## src/rtl/i2c_cond_pkg.sv

```systemverilog
package i2c_cond_pkg;

    localparam int REG_W       = 8;
    localparam int NUM_COND    = 3;
    localparam int BUSY_BIT    = 7;
    localparam int MST_BIT     = 6;
    localparam int TRS_BIT     = 5;
    localparam int STOP_BIT    = 3;
    localparam int RESTART_BIT = 2;
    localparam int START_BIT   = 1;

    typedef enum logic [1:0] {
        COND_START   = 2'd0,
        COND_RESTART = 2'd1,
        COND_STOP    = 2'd2
    } cond_e;

    typedef struct packed {
        logic busy;
        logic mst;
        logic trs;
        logic sp;
        logic rs;
        logic st;
    } reg_image_t;

    function automatic logic [REG_W-1:0] pack_image(input reg_image_t img);
        logic [REG_W-1:0] r;
        r              = '0;
        r[BUSY_BIT]    = img.busy;
        r[MST_BIT]     = img.mst;
        r[TRS_BIT]     = img.trs;
        r[STOP_BIT]    = img.sp;
        r[RESTART_BIT] = img.rs;
        r[START_BIT]   = img.st;
        return r;
    endfunction

    function automatic int req_bit_pos(input int idx);
        case (idx)
            0:       return START_BIT;
            1:       return RESTART_BIT;
            default: return STOP_BIT;
        endcase
    endfunction

endpackage

```

## src/rtl/i2c_line_monitor.sv

```systemverilog
module i2c_line_monitor #(
    parameter int SYNC_STAGES = 2
) (
    input  logic clk,
    input  logic rst,
    input  logic sda_in,
    input  logic scl_in,
    output logic busy_o
);
    localparam int LAST = SYNC_STAGES - 1;

    logic [LAST:0] sda_sync;
    logic [LAST:0] scl_sync;
    logic          sda_prev;
    logic          start_seen;
    logic          stop_seen;

    always_ff @(posedge clk) begin
        if (rst) begin
            sda_sync <= '1;
            scl_sync <= '1;
            sda_prev <= 1'b1;
        end else begin
            sda_sync <= {sda_sync[LAST-1:0], sda_in};
            scl_sync <= {scl_sync[LAST-1:0], scl_in};
            sda_prev <= sda_sync[LAST];
        end
    end

    always_comb begin
        start_seen = scl_sync[LAST] &  sda_prev & ~sda_sync[LAST];
        stop_seen  = scl_sync[LAST] & ~sda_prev &  sda_sync[LAST];
    end

    always_ff @(posedge clk) begin
        if (rst)             busy_o <= 1'b0;
        else if (start_seen) busy_o <= 1'b1;
        else if (stop_seen)  busy_o <= 1'b0;
    end

endmodule

```

## src/rtl/i2c_req_slot.sv

```systemverilog
module i2c_req_slot (
    input  logic clk,
    input  logic rst,
    input  logic soft_rst,
    input  logic arb_lost,
    input  logic done,
    input  logic wr_en,
    input  logic wr_bit,
    input  logic grant,
    output logic req_o,
    output logic pending_o,
    output logic outstanding_o,
    output logic issue_o
);
    logic hw_clr;
    logic req_d;
    logic out_d;

    always_comb begin
        hw_clr = soft_rst | arb_lost | done;
        if (hw_clr)     req_d = 1'b0;
        else if (wr_en) req_d = wr_bit;
        else            req_d = req_o;
        pending_o = req_o & req_d;
        out_d     = (outstanding_o | grant) & req_d;
    end

    always_ff @(posedge clk) begin
        if (rst) begin
            req_o         <= 1'b0;
            outstanding_o <= 1'b0;
            issue_o       <= 1'b0;
        end else begin
            req_o         <= req_d;
            outstanding_o <= out_d;
            issue_o       <= grant;
        end
    end

endmodule

```

## src/rtl/i2c_cond_grant.sv

```systemverilog
module i2c_cond_grant
    import i2c_cond_pkg::*;
(
    input  logic [NUM_COND-1:0] pending,
    input  logic [NUM_COND-1:0] outstanding,
    input  logic                bus_busy,
    output logic [NUM_COND-1:0] grant
);
    logic [NUM_COND-1:0] ready;
    logic                any_out;

    always_comb begin
        any_out = |outstanding;
        ready   = pending & {NUM_COND{~any_out}};
        ready[COND_START] = ready[COND_START] & ~bus_busy;
        grant   = '0;
        for (int i = NUM_COND - 1; i >= 0; i--) begin
            if (ready[i] && (grant == '0)) grant[i] = 1'b1;
        end
    end

endmodule

```

## src/rtl/i2c_mode_regs.sv

```systemverilog
module i2c_mode_regs
    import i2c_cond_pkg::*;
(
    input  logic             clk,
    input  logic             rst,
    input  logic             soft_rst,
    input  logic             wr_en,
    input  logic             mode_unlock,
    input  logic [REG_W-1:0] wr_data,
    input  logic             start_done,
    output logic             mst_o,
    output logic             trs_o
);
    always_ff @(posedge clk) begin
        if (rst || soft_rst) begin
            mst_o <= 1'b0;
            trs_o <= 1'b0;
        end else if (start_done) begin
            mst_o <= 1'b1;
            trs_o <= 1'b1;
        end else if (wr_en && mode_unlock) begin
            mst_o <= wr_data[MST_BIT];
            trs_o <= wr_data[TRS_BIT];
        end
    end

endmodule

```

## src/rtl/i2c_cond_ctrl.sv

```systemverilog
module i2c_cond_ctrl
    import i2c_cond_pkg::*;
#(
    parameter int SYNC_STAGES = 2
) (
    input  logic             clk,
    input  logic             rst,
    input  logic             soft_rst,
    input  logic             wr_en,
    input  logic [REG_W-1:0] wr_data,
    input  logic             mode_unlock,
    output logic [REG_W-1:0] rd_data,
    input  logic             sda_in,
    input  logic             scl_in,
    input  logic             arb_lost,
    input  logic             start_done,
    input  logic             restart_done,
    input  logic             stop_done,
    output logic             start_issue,
    output logic             restart_issue,
    output logic             stop_issue
);
    logic                busy;
    logic                mst;
    logic                trs;
    logic [NUM_COND-1:0] done_vec;
    logic [NUM_COND-1:0] req_vec;
    logic [NUM_COND-1:0] pend_vec;
    logic [NUM_COND-1:0] out_vec;
    logic [NUM_COND-1:0] issue_vec;
    logic [NUM_COND-1:0] grant_vec;
    reg_image_t          img;

    i2c_line_monitor #(.SYNC_STAGES(SYNC_STAGES)) mon_i (
        .clk    (clk),
        .rst    (rst),
        .sda_in (sda_in),
        .scl_in (scl_in),
        .busy_o (busy)
    );

    always_comb begin
        done_vec[COND_START]   = start_done;
        done_vec[COND_RESTART] = restart_done;
        done_vec[COND_STOP]    = stop_done;
    end

    for (genvar g = 0; g < NUM_COND; g++) begin : g_slot
        i2c_req_slot slot_i (
            .clk           (clk),
            .rst           (rst),
            .soft_rst      (soft_rst),
            .arb_lost      (arb_lost),
            .done          (done_vec[g]),
            .wr_en         (wr_en),
            .wr_bit        (wr_data[req_bit_pos(g)]),
            .grant         (grant_vec[g]),
            .req_o         (req_vec[g]),
            .pending_o     (pend_vec[g]),
            .outstanding_o (out_vec[g]),
            .issue_o       (issue_vec[g])
        );
    end

    i2c_cond_grant grant_i (
        .pending     (pend_vec),
        .outstanding (out_vec),
        .bus_busy    (busy),
        .grant       (grant_vec)
    );

    i2c_mode_regs mode_i (
        .clk         (clk),
        .rst         (rst),
        .soft_rst    (soft_rst),
        .wr_en       (wr_en),
        .mode_unlock (mode_unlock),
        .wr_data     (wr_data),
        .start_done  (start_done),
        .mst_o       (mst),
        .trs_o       (trs)
    );

    always_comb begin
        img.busy      = busy;
        img.mst       = mst;
        img.trs       = trs;
        img.sp        = req_vec[COND_STOP];
        img.rs        = req_vec[COND_RESTART];
        img.st        = req_vec[COND_START];
        rd_data       = pack_image(img);
        start_issue   = issue_vec[COND_START];
        restart_issue = issue_vec[COND_RESTART];
        stop_issue    = issue_vec[COND_STOP];
    end

endmodule

```

## config.mk

```make
export PLATFORM = sky130hd
export DESIGN_NAME = i2c_cond_ctrl
export DESIGN_NICKNAME = d
export VERILOG_FILES = /design/src/rtl/i2c_cond_pkg.sv /design/src/rtl/i2c_line_monitor.sv /design/src/rtl/i2c_req_slot.sv /design/src/rtl/i2c_cond_grant.sv /design/src/rtl/i2c_mode_regs.sv /design/src/rtl/i2c_cond_ctrl.sv
export SDC_FILE = /design/constraint.sdc
export NUM_CORES = 1
export LEC_CHECK = 0
export ABC_AREA = 1
export BUFFER_PORTS_ARGS = -buffer_cell sky130_fd_sc_hd__buf_4
export CAP_MARGIN = 20
export CORE_UTILIZATION = 46
export CTS_CLUSTER_DIAMETER = 150
export DETAILED_ROUTE_END_ITERATION = 10
export PLACE_DENSITY = 0.76
export SLEW_MARGIN = 40
export SYNTH_ARGS = -nofsm -noshare
export SYNTH_HDL_FRONTEND = slang
export SYNTH_HIERARCHICAL = 1
export SYNTH_SLANG_ARGS = --single-unit
```

## constraint.sdc

```tcl
create_clock -name clk -period 1.6 [get_ports clk]
set_clock_uncertainty 0.15 [all_clocks]
set_input_delay 0.16 -clock clk [delete_from_list [all_inputs] [get_ports clk]]
set_output_delay 0.16 -clock clk [all_outputs]
set_load 0.005 [all_outputs]
```

==> Word level (Yosys, flattened, before mapping) <==
Cells that the tools add are included.
{ "totals": {"out_inout_bits": 11, "in_bits": 19, "register_bits": 17} }
{ "classes": {"reduce_logical": 8, "mux": 15, "n_bitwise": 24} }
{ "ops": {"columns": ["op", "count"], "rows": [
  ["$mux 1", 15],
  ["$and 1x1->1", 11],
  ["$or 1x1->1", 7],
  ["$not 1->1", 5],
  ["$reduce_bool 2->1", 2],
  ["$and 3x3->3", 1],
  ["$logic_and 1x1->1", 3],
  ["$reduce_or 3->1", 1],
  ["$logic_not 2->1", 1],
  ["$logic_or 1x1->1", 1]
]} }

==> Logic depth before layout (Yosys ltp) <==
Gate-level depths: netlist (run 1).
{ "depth": {"word_depth": 14, "ltp_mapped": 11, "ltp_nobuf": 11} }

==> Cells and area by module <==
The synthesis (run 1) kept the hierarchy.
{ "by_module_without_submodules": {"columns": ["module", "cells_per_inst", "instances", "area_each_um2"], "rows": [
  ["i2c_req_slot", 21, 3, 138.9],
  ["i2c_line_monitor", 22, 1, 192.7],
  ["i2c_mode_regs", 15, 1, 93.8],
  ["i2c_cond_grant", 12, 1, 52.6],
  ["i2c_cond_ctrl", 6, 1, 41.3]
]} }

==> Worst setup path before layout (run 1) <==
No wires, ideal clock.
{ "synth_path": {"kind": "register to register", "startpoint": "register g_slot[1].slot_i.req_o", "endpoint": "register g_slot[0].slot_i.outstanding_o", "arrival_time_ns": 0.945, "stages_incl_launch_ff": 10, "setup_ns": 0.114, "n_path_buf": 0, "setup_slack_ns": 0.391, "path_cell_list": "dfxtp_1 -> nand2_1 -> nand2_1 -> nand2_1 -> nor2_1 -> nor2_1 -> nand2_1 -> nor2_2 -> nor2_1 -> nor2_2"} }
{ "synth_via": {"elab_chain_cells": 11} }
{ "synth_lines": {"columns": ["element", "line", "rtl"], "rows": [
  ["start, declared", "i2c_req_slot.sv:10", "output logic req_o,"],
  ["start signal, assigned", "i2c_req_slot.sv:34", "req_o <= req_d;"],
  ["$mux 1", "i2c_req_slot.sv:22", "else if (wr_en) req_d = wr_bit;"],
  ["$mux 1", "i2c_req_slot.sv:21", "if (hw_clr) req_d = 1'b0;"],
  ["$and 1x1->1 (*)", "i2c_req_slot.sv:24", "pending_o = req_o & req_d;"],
  ["net pend_vec[1]", "i2c_cond_ctrl.sv:28", "logic [NUM_COND-1:0] pend_vec;"],
  ["$and 3x3->3 (*)", "i2c_cond_grant.sv:14", "ready = pending & {NUM_COND{~any_out}};"],
  ["$logic_and 1x1->1 (*)", "i2c_cond_grant.sv:18", "if (ready[i] && (grant == '0)) grant[i] = 1'b1;"],
  ["$mux 1 (*)", "i2c_cond_grant.sv:18", null],
  ["$logic_not 2->1 (*)", "i2c_cond_grant.sv:18", null],
  ["$logic_and 1x1->1 (*)", "i2c_cond_grant.sv:18", null],
  ["$mux 1 (*)", "i2c_cond_grant.sv:18", null],
  ["net grant_vec[0]", "i2c_cond_ctrl.sv:31", "logic [NUM_COND-1:0] grant_vec;"],
  ["$or 1x1->1 (*)", "i2c_req_slot.sv:25", "out_d = (outstanding_o | grant) & req_d;"],
  ["$and 1x1->1 (*)", "i2c_req_slot.sv:25", null],
  ["end signal, assigned", "i2c_req_slot.sv:35", "outstanding_o <= out_d;"],
  ["end, declared", "i2c_req_slot.sv:12", "output logic outstanding_o,"]
]} }
Mark *: on every way through the listed nets, which the timed path passes. The rest lies on a longest branch.
A chain may end at the register's enable or synchronous reset.

==> Worst setup path after layout (run 1) <==
{ "layout_path": {"startpoint": "input soft_rst", "endpoint": "register g_slot[0].slot_i.outstanding_o"} }
{ "layout_via": {"word_cells_on_any_way": 21, "cone_classes": "mux: 6; bitwise: 12; reduce/logical: 3"} }
{ "layout_rtl": {"columns": ["element", "line", "rtl"], "rows": [
  ["start, declared", "i2c_cond_ctrl.sv:8", "input logic soft_rst,"],
  ["$or 1x1->1 (2 in a row)", "i2c_req_slot.sv:20", "hw_clr = soft_rst | arb_lost | done;"],
  ["$mux 1", "i2c_req_slot.sv:21", null],
  ["$and 1x1->1", "i2c_req_slot.sv:24", null],
  ["net pend_vec[0]", "i2c_cond_ctrl.sv:28", null],
  ["$and 3x3->3", "i2c_cond_grant.sv:14", null],
  ["$and 1x1->1", "i2c_cond_grant.sv:15", "ready[COND_START] = ready[COND_START] & ~bus_busy;"],
  ["$logic_and 1x1->1", "i2c_cond_grant.sv:18", null],
  ["$mux 1", "i2c_cond_grant.sv:18", null],
  ["net grant_vec[0]", "i2c_cond_ctrl.sv:31", null],
  ["$or 1x1->1", "i2c_req_slot.sv:25", null],
  ["$and 1x1->1", "i2c_req_slot.sv:25", null]
]} }
The timed path passes the listed nets, and every way through them passes these cells.

==> qor.yml, run 1 <==
setup_path:
  required_ps: 1700
  cp.arrival_ps: 1580
  start_kind: "input pin"
  cp_max_fo: 4
  endpoint_kind: "flip-flop"
  setup.worst_path.class: "input pin to flip-flop"
die:
  die_x_um: 43.6
  floorplan.rows: 14
  die_y_um: 43.6
  die_area_mm2: 0.00190
  start_util_pct: 51.1
  core_area_mm2: 0.00156
  io_pins: 30
power:
  ir_drop_uv: 448
  leakagePower_uw: 0.000560
  pwr_density_cell_mw_per_mm2: 738
logic_synthesis:
  ys_seq_area_share_pct: 42.7
  synth_top_area_share_pct: 42.7
  syn_inst: 118
  ys_ff_latch: 17
  synthArstFlopShare_pct: 0
  syn_area_um2: 797
  yosysWarnings: 6
  synth_area_leaders: "dfxtp_1 (43%), inv_1 (15%), nand2_1 (14%)"
  synth_cell_types: 12
  synth-edff-count: 0
  synthTopCellsByCount: "inv_1 (31), nand2_1 (29), dfxtp_1 (17)"
  synth_most_common_cell: "inv_1"
  yosysTopAreaCell: "dfxtp_1"
  synthFlopType: "dfxtp_1"
  avgSynthCellArea_um2: 6.75
place:
  hpwl_um: 1010
  dpl.cell_count: 154
  io_buffers: 24
  dp_worst_setup_slack_ps: 299
  place_congestion: 0.746
routing:
  firstDrtPassIters: 7
  vias_per_cell: 4.33
  wl_um: 1390
  via_count: 702
  drtIter0Drc: 15
  ant_nets: 0
  routedWlPerCell_um: 8.60
  drc_errors: 1
final_layout:
  fin_nets: 166
  final_cells: 162
  drive_above_1_share_pct: 30.1
  area_growth_pct: 30.0
  final_util_pct: 66.5
  antenna_cells: 0
clock_tree:
  clockBufferDepth: 2
  clock_sinks: 17
  clk_latency_ps: 290
  htree_levels: 1
  clock-root-buffer: "clkbuf_4"
  clk_pin_slew_ps: 100
  cts_tree: "yes"
  cts_made_buffers: 3
timing:
  setup_violations: 0
  max_freq_mhz: 673
  rsz0062_at_grt: "no"
  period_minus_slack_ps: 1490
  hold_viol_final: 0
  slew_violations: 0
  fin_tns_setup_ps: 0
  fin_crit_sh_pct: 92.9
  setup_ws_ps: 113
  hold_slack_ps: 22.7
grt:
  track_usage_pct: 17.6
  gr-total-overflow: 0
  grt_start_max_net_pins: 14
  grt_pass1_wl_um: 2440
  antenna_found_initial: 0
  grt_pass1_vias: 634
status:
  violations: "DRC"
  outcome: "finished with violations"
run:
  cap_viol_max_count: 0
min_path:
  hp-class: "input pin to flip-flop"
[through the flow]
| stage | power (uW) | area (um^2) |
|---|---|---|
| floorplan | 491 | 801 |
| global placement | 529 | 963 |
| detailed placement | 532 | 963 |
| CTS | 771 | 1030 |
| global route | 802 | 1040 |
| finish | 765 | 1040 |
[worst paths after layout]
kind | startpoint | endpoint | slack, ps | cells past startpoint
setup / recovery | soft_rst | g_slot[0].slot_i/outstanding_o | 110 | 11
hold / removal | start_done | mode_i/mst_o | 20 | 5
setup reg to reg | g_slot[0].slot_i/req_o | g_slot[0].slot_i/outstanding_o | 310 | 10
hold reg to reg | mon_i/sda_sync[0] | mon_i/sda_sync[1] | 280 | 1
[routing by layer]
layer / wire length, um / vias to the layer above / GRT usage, % / share of wire, %
met3: 47 / 2 / 3.75 / 3.4
met2: 705 / 13 / 31.6 / 51
met4: 10 / 0 / 11.3 / 0.72
met5: 0 / - / 0 / 0
met1: 628 / 309 / 18.4 / 45
li1: - / 378 / - / -
[state kept, by name, summed over array words and instances, names as in the netlist]
signal,flops
mon_i/scl_sync,2
mon_i/sda_prev,1
mon_i/busy_o,1
mon_i/sda_sync,2
g_slot.slot_i/issue_o,3
g_slot.slot_i/req_o,3
mode_i/mst_o,1
g_slot.slot_i/outstanding_o,3
mode_i/trs_o,1
[critical path, cell delays in order]
cell and delay (ps):
dlygate4sd3_1 530, buf_4 150, nor2_2 140, nand2_1 60, nor2_1 90, inv_1 40
nor2_1 90, nand2_1 70, nor2_2 100, nor2_1 60, nor2_2 80
[what timing repair did]
action                                 4_1_cts  5_1_grt
endpoints found under the hold margin        8        0
hold buffers                                 4        0
gates resized for setup                      0        2
buffers inserted                             0        0
setup endpoints to repair                    0        1
[where the power goes]
| part | internal (uW) | switching, uW |
|---|---|---|
| sequential | 433 | 5.24 |
| clock | 93.1 | 142 |
| combinational | 50.3 | 41.0 |
[cell families after synthesis]
kind of cell / count (synthesis) / synth area share (%)
buffers and inverters: 36 / 19.3
flip-flops: 17 / 42.7
other: 1 / 0.471
AND/OR/NAND/NOR: 64 / 37.5
[layout make-up]
type                            instances  area [um^2]
Clock buffer                            3         22.5
Sequential cell                        17          340
Multi-Input combinational cell         66          312
Inverter                               31          116
Fill cell                             137          523
Tap cell                               16         20.0
Clock inverter                          1         5.00
Timing Repair Buffer                   28          220
[cells in the final DEF (no fill, tap or decap)]
cell           synthesis  layout
nand2_1               29      29
nor2_2                 9      11
nand3_1                4       4
dlygate4sd3_1          0       4
or2_1                  3       3
clkbuf_4               0       3
inv_1                 31      31
nand2_2                1       1
or2_2                  1       1
clkinv_2               0       1
nand3_2                3       3
dfxtp_1               17      17
buf_4                  5      24
nor2_1                14      12
conb_1                 1       2
Note: power is estimated with default switching activity, not from simulation.
==> run 2: changes to the inputs <==
--- a/config.mk
+++ b/config.mk
@@ -8,10 +8,11 @@
 export ABC_AREA = 1
 export BUFFER_PORTS_ARGS = -buffer_cell sky130_fd_sc_hd__buf_4
 export CAP_MARGIN = 20
-export CORE_UTILIZATION = 46
+export CORE_UTILIZATION = 49
+export CTS_BUF_LIST = sky130_fd_sc_hd__clkbuf_2 sky130_fd_sc_hd__clkbuf_4 sky130_fd_sc_hd__clkbuf_8
 export CTS_CLUSTER_DIAMETER = 150
 export DETAILED_ROUTE_END_ITERATION = 10
-export PLACE_DENSITY = 0.76
+export PLACE_DENSITY = 0.8
 export SLEW_MARGIN = 40
 export SYNTH_ARGS = -nofsm -noshare
 export SYNTH_HDL_FRONTEND = slang
==> qor.yml, run 2 (same netlist as run 1, synthesis figures left out) <==
die:
  die_x_um: 42.3
  io_pins: 30
  die_area_mm2: 0.00179
  floorplan.rows: 14
  core_area_mm2: 0.00151
  die_y_um: 42.3
  start_util_pct: 52.9
grt:
  grt_start_max_net_pins: 14
  grt_pass1_vias: 674
  track_usage_pct: 19.9
  gr-total-overflow: 0
  antenna_found_initial: 0
  grt_pass1_wl_um: 2640
setup_path:
  reg2reg_to: "g_slot[0].slot_i/outstanding_o"
  critPathSlowestCell: "dfxtp_1"
  cp_max_fo: 3
  start_kind: "flip-flop"
  timing.critical_path.mode_cell: "nand2_1"
  crit_chain: "nand2_1 > nand2_1 > nand2_1 > nor2_1 > nor2_1 > nand2_1 > nor2_2 > nor2_1 > nor2_2"
  rr_startpoint: "g_slot[1].slot_i/req_o"
  cp.arrival_ps: 1380
  crit_buf_inv: 0
  crit_family: "simple AND/OR/NAND/NOR gates"
  rr_worst_depth: 9
  endpoint_kind: "flip-flop"
  required_ps: 1640
  setup.worst_path.class: "flip-flop to flip-flop"
  cpPeakStageDelay_ps: 370
  r2r_setup_slack_ps: 260
clock_tree:
  clk_pin_slew_ps: 100
  clk_latency_ps: 290
  htree_levels: 1
  clockBufferDepth: 2
  cts_tree: "yes"
  clock-root-buffer: "clkbuf_4"
  cts_setup_buffers: 0
  cts_made_buffers: 3
  clock_sinks: 17
  cts-resized-gates: 0
routing:
  vias_per_cell: 4.29
  via_count: 691
  drc_errors: 0
  ant_nets: 0
  firstDrtPassIters: 4
  wl_um: 1490
  drtIter0Drc: 8
  routedWlPerCell_um: 9.28
power:
  ir_drop_uv: 439
  finalPower_uw: 757
  pwr_density_cell_mw_per_mm2: 742
  leakagePower_uw: 0.000556
timing:
  max_freq_mhz: 745
  fin_crit_sh_pct: 83.9
  slew_violations: 0
  rsz0062_at_grt: "no"
  hold_viol_final: 0
  setup_violations: 0
  hold_slack_ps: 11.8
  period_minus_slack_ps: 1340
  fin_tns_setup_ps: 0
final_layout:
  fin_nets: 165
  seq_area_um2: 340
  drive_above_1_share_pct: 29.0
  multiInputGateArea_um2: 307
  largest_registers: "g_slot.slot_i/issue_o (3), g_slot.slot_i/outstanding_o (3), g_slot.slot_i/req_o (3)"
  antenna_cells: 0
  area_growth_pct: 28.1
  final_common_cell: "inv_1"
  final_cells: 161
  fillers: 147
  layout_common_cells: "inv_1 (31), nand2_1 (29), buf_4 (24), dfxtp_1 (17), nor2_1 (14)"
place:
  io_buffers: 24
  dpl.cell_count: 154
  place_congestion: 0.786
  hpwl_um: 1110
status:
  outcome: "finished clean"
min_path:
  hp-class: "input pin to flip-flop"
  timing.hold.worst_path_depth: 4
  hold_start: "soft_rst"
  hold_end: "g_slot[2].slot_i/outstanding_o"
run:
  cap_viol_max_count: 0
## run 2: report_power, final
group	leakage (uW)	internal, uW	total [uW]	switching (uW)
combinational	0.000400	48.7	91.3	42.6
clock	0.0000177	92.9	228	135
sequential	0.000139	433	438	4.83
## run 2: how the worst max path moves through the flow
stage | start | to | slack [ps] | cells after the start
2_1_floorplan | g_slot[1].slot_i/req_o | g_slot[0].slot_i/outstanding_o | 390 | 9
3_3_place_gp | arb_lost | g_slot[1].slot_i/outstanding_o | 310 | 11
3_5_place_dp | arb_lost | g_slot[0].slot_i/outstanding_o | 280 | 12
4_1_cts | g_slot[0].slot_i/req_o | g_slot[0].slot_i/outstanding_o | 270 | 10
5_1_grt | g_slot[0].slot_i/req_o | g_slot[0].slot_i/outstanding_o | 60 | 10
6_report | g_slot[1].slot_i/req_o | g_slot[0].slot_i/outstanding_o | 260 | 9
## run 2: per-stage QoR
stage                     utilization (%)  setup slack, ps  area [um^2]
after global placement               64.0              306          963
after floorplan                         -              391          801
after global routing                 67.8             56.2         1020
final                                67.8              258         1020
after detailed placement             64.0              283          963
after CTS                            67.8              274         1020
## run 2: final cells by class
| class | count | area share [%] |
|---|---|---|
| Sequential cell | 17 | 33.3 |
| Inverter | 31 | 11.4 |
| Multi-Input combinational cell | 66 | 30.0 |
| Clock buffer | 3 | 2.21 |
| Clock inverter | 1 | 0.490 |
| Timing Repair Buffer | 27 | 20.6 |
| Tap cell | 16 | 1.96 |
## run 2: worst reg2reg max path, stage by stage (launching register included)
cell and delay, ps:
dfxtp_1 370, nand2_1 60, nand2_1 100, nand2_1 60, nor2_1 150, nor2_1 70, nand2_1 80, nor2_2 40
nor2_1 120, nor2_2 50
## run 2: metal layers
| layer | part of all wire [%] | track usage (%) | vias to the layer above |
|---|---|---|---|
| met5 | 0 | 0 | - |
| met4 | 3.3 | 15.6 | 0 |
| met3 | 3.9 | 2.59 | 6 |
| met2 | 51 | 35.1 | 18 |
| met1 | 42 | 21.0 | 291 |
| li1 | - | - | 376 |
## run 2: timing repair
| action | 4_1_cts | 5_1_grt |
|---|---|---|
| hold endpoints to repair | 6 | 0 |
| hold buffers | 3 | 0 |
| endpoints found under the setup margin | 0 | 0 |
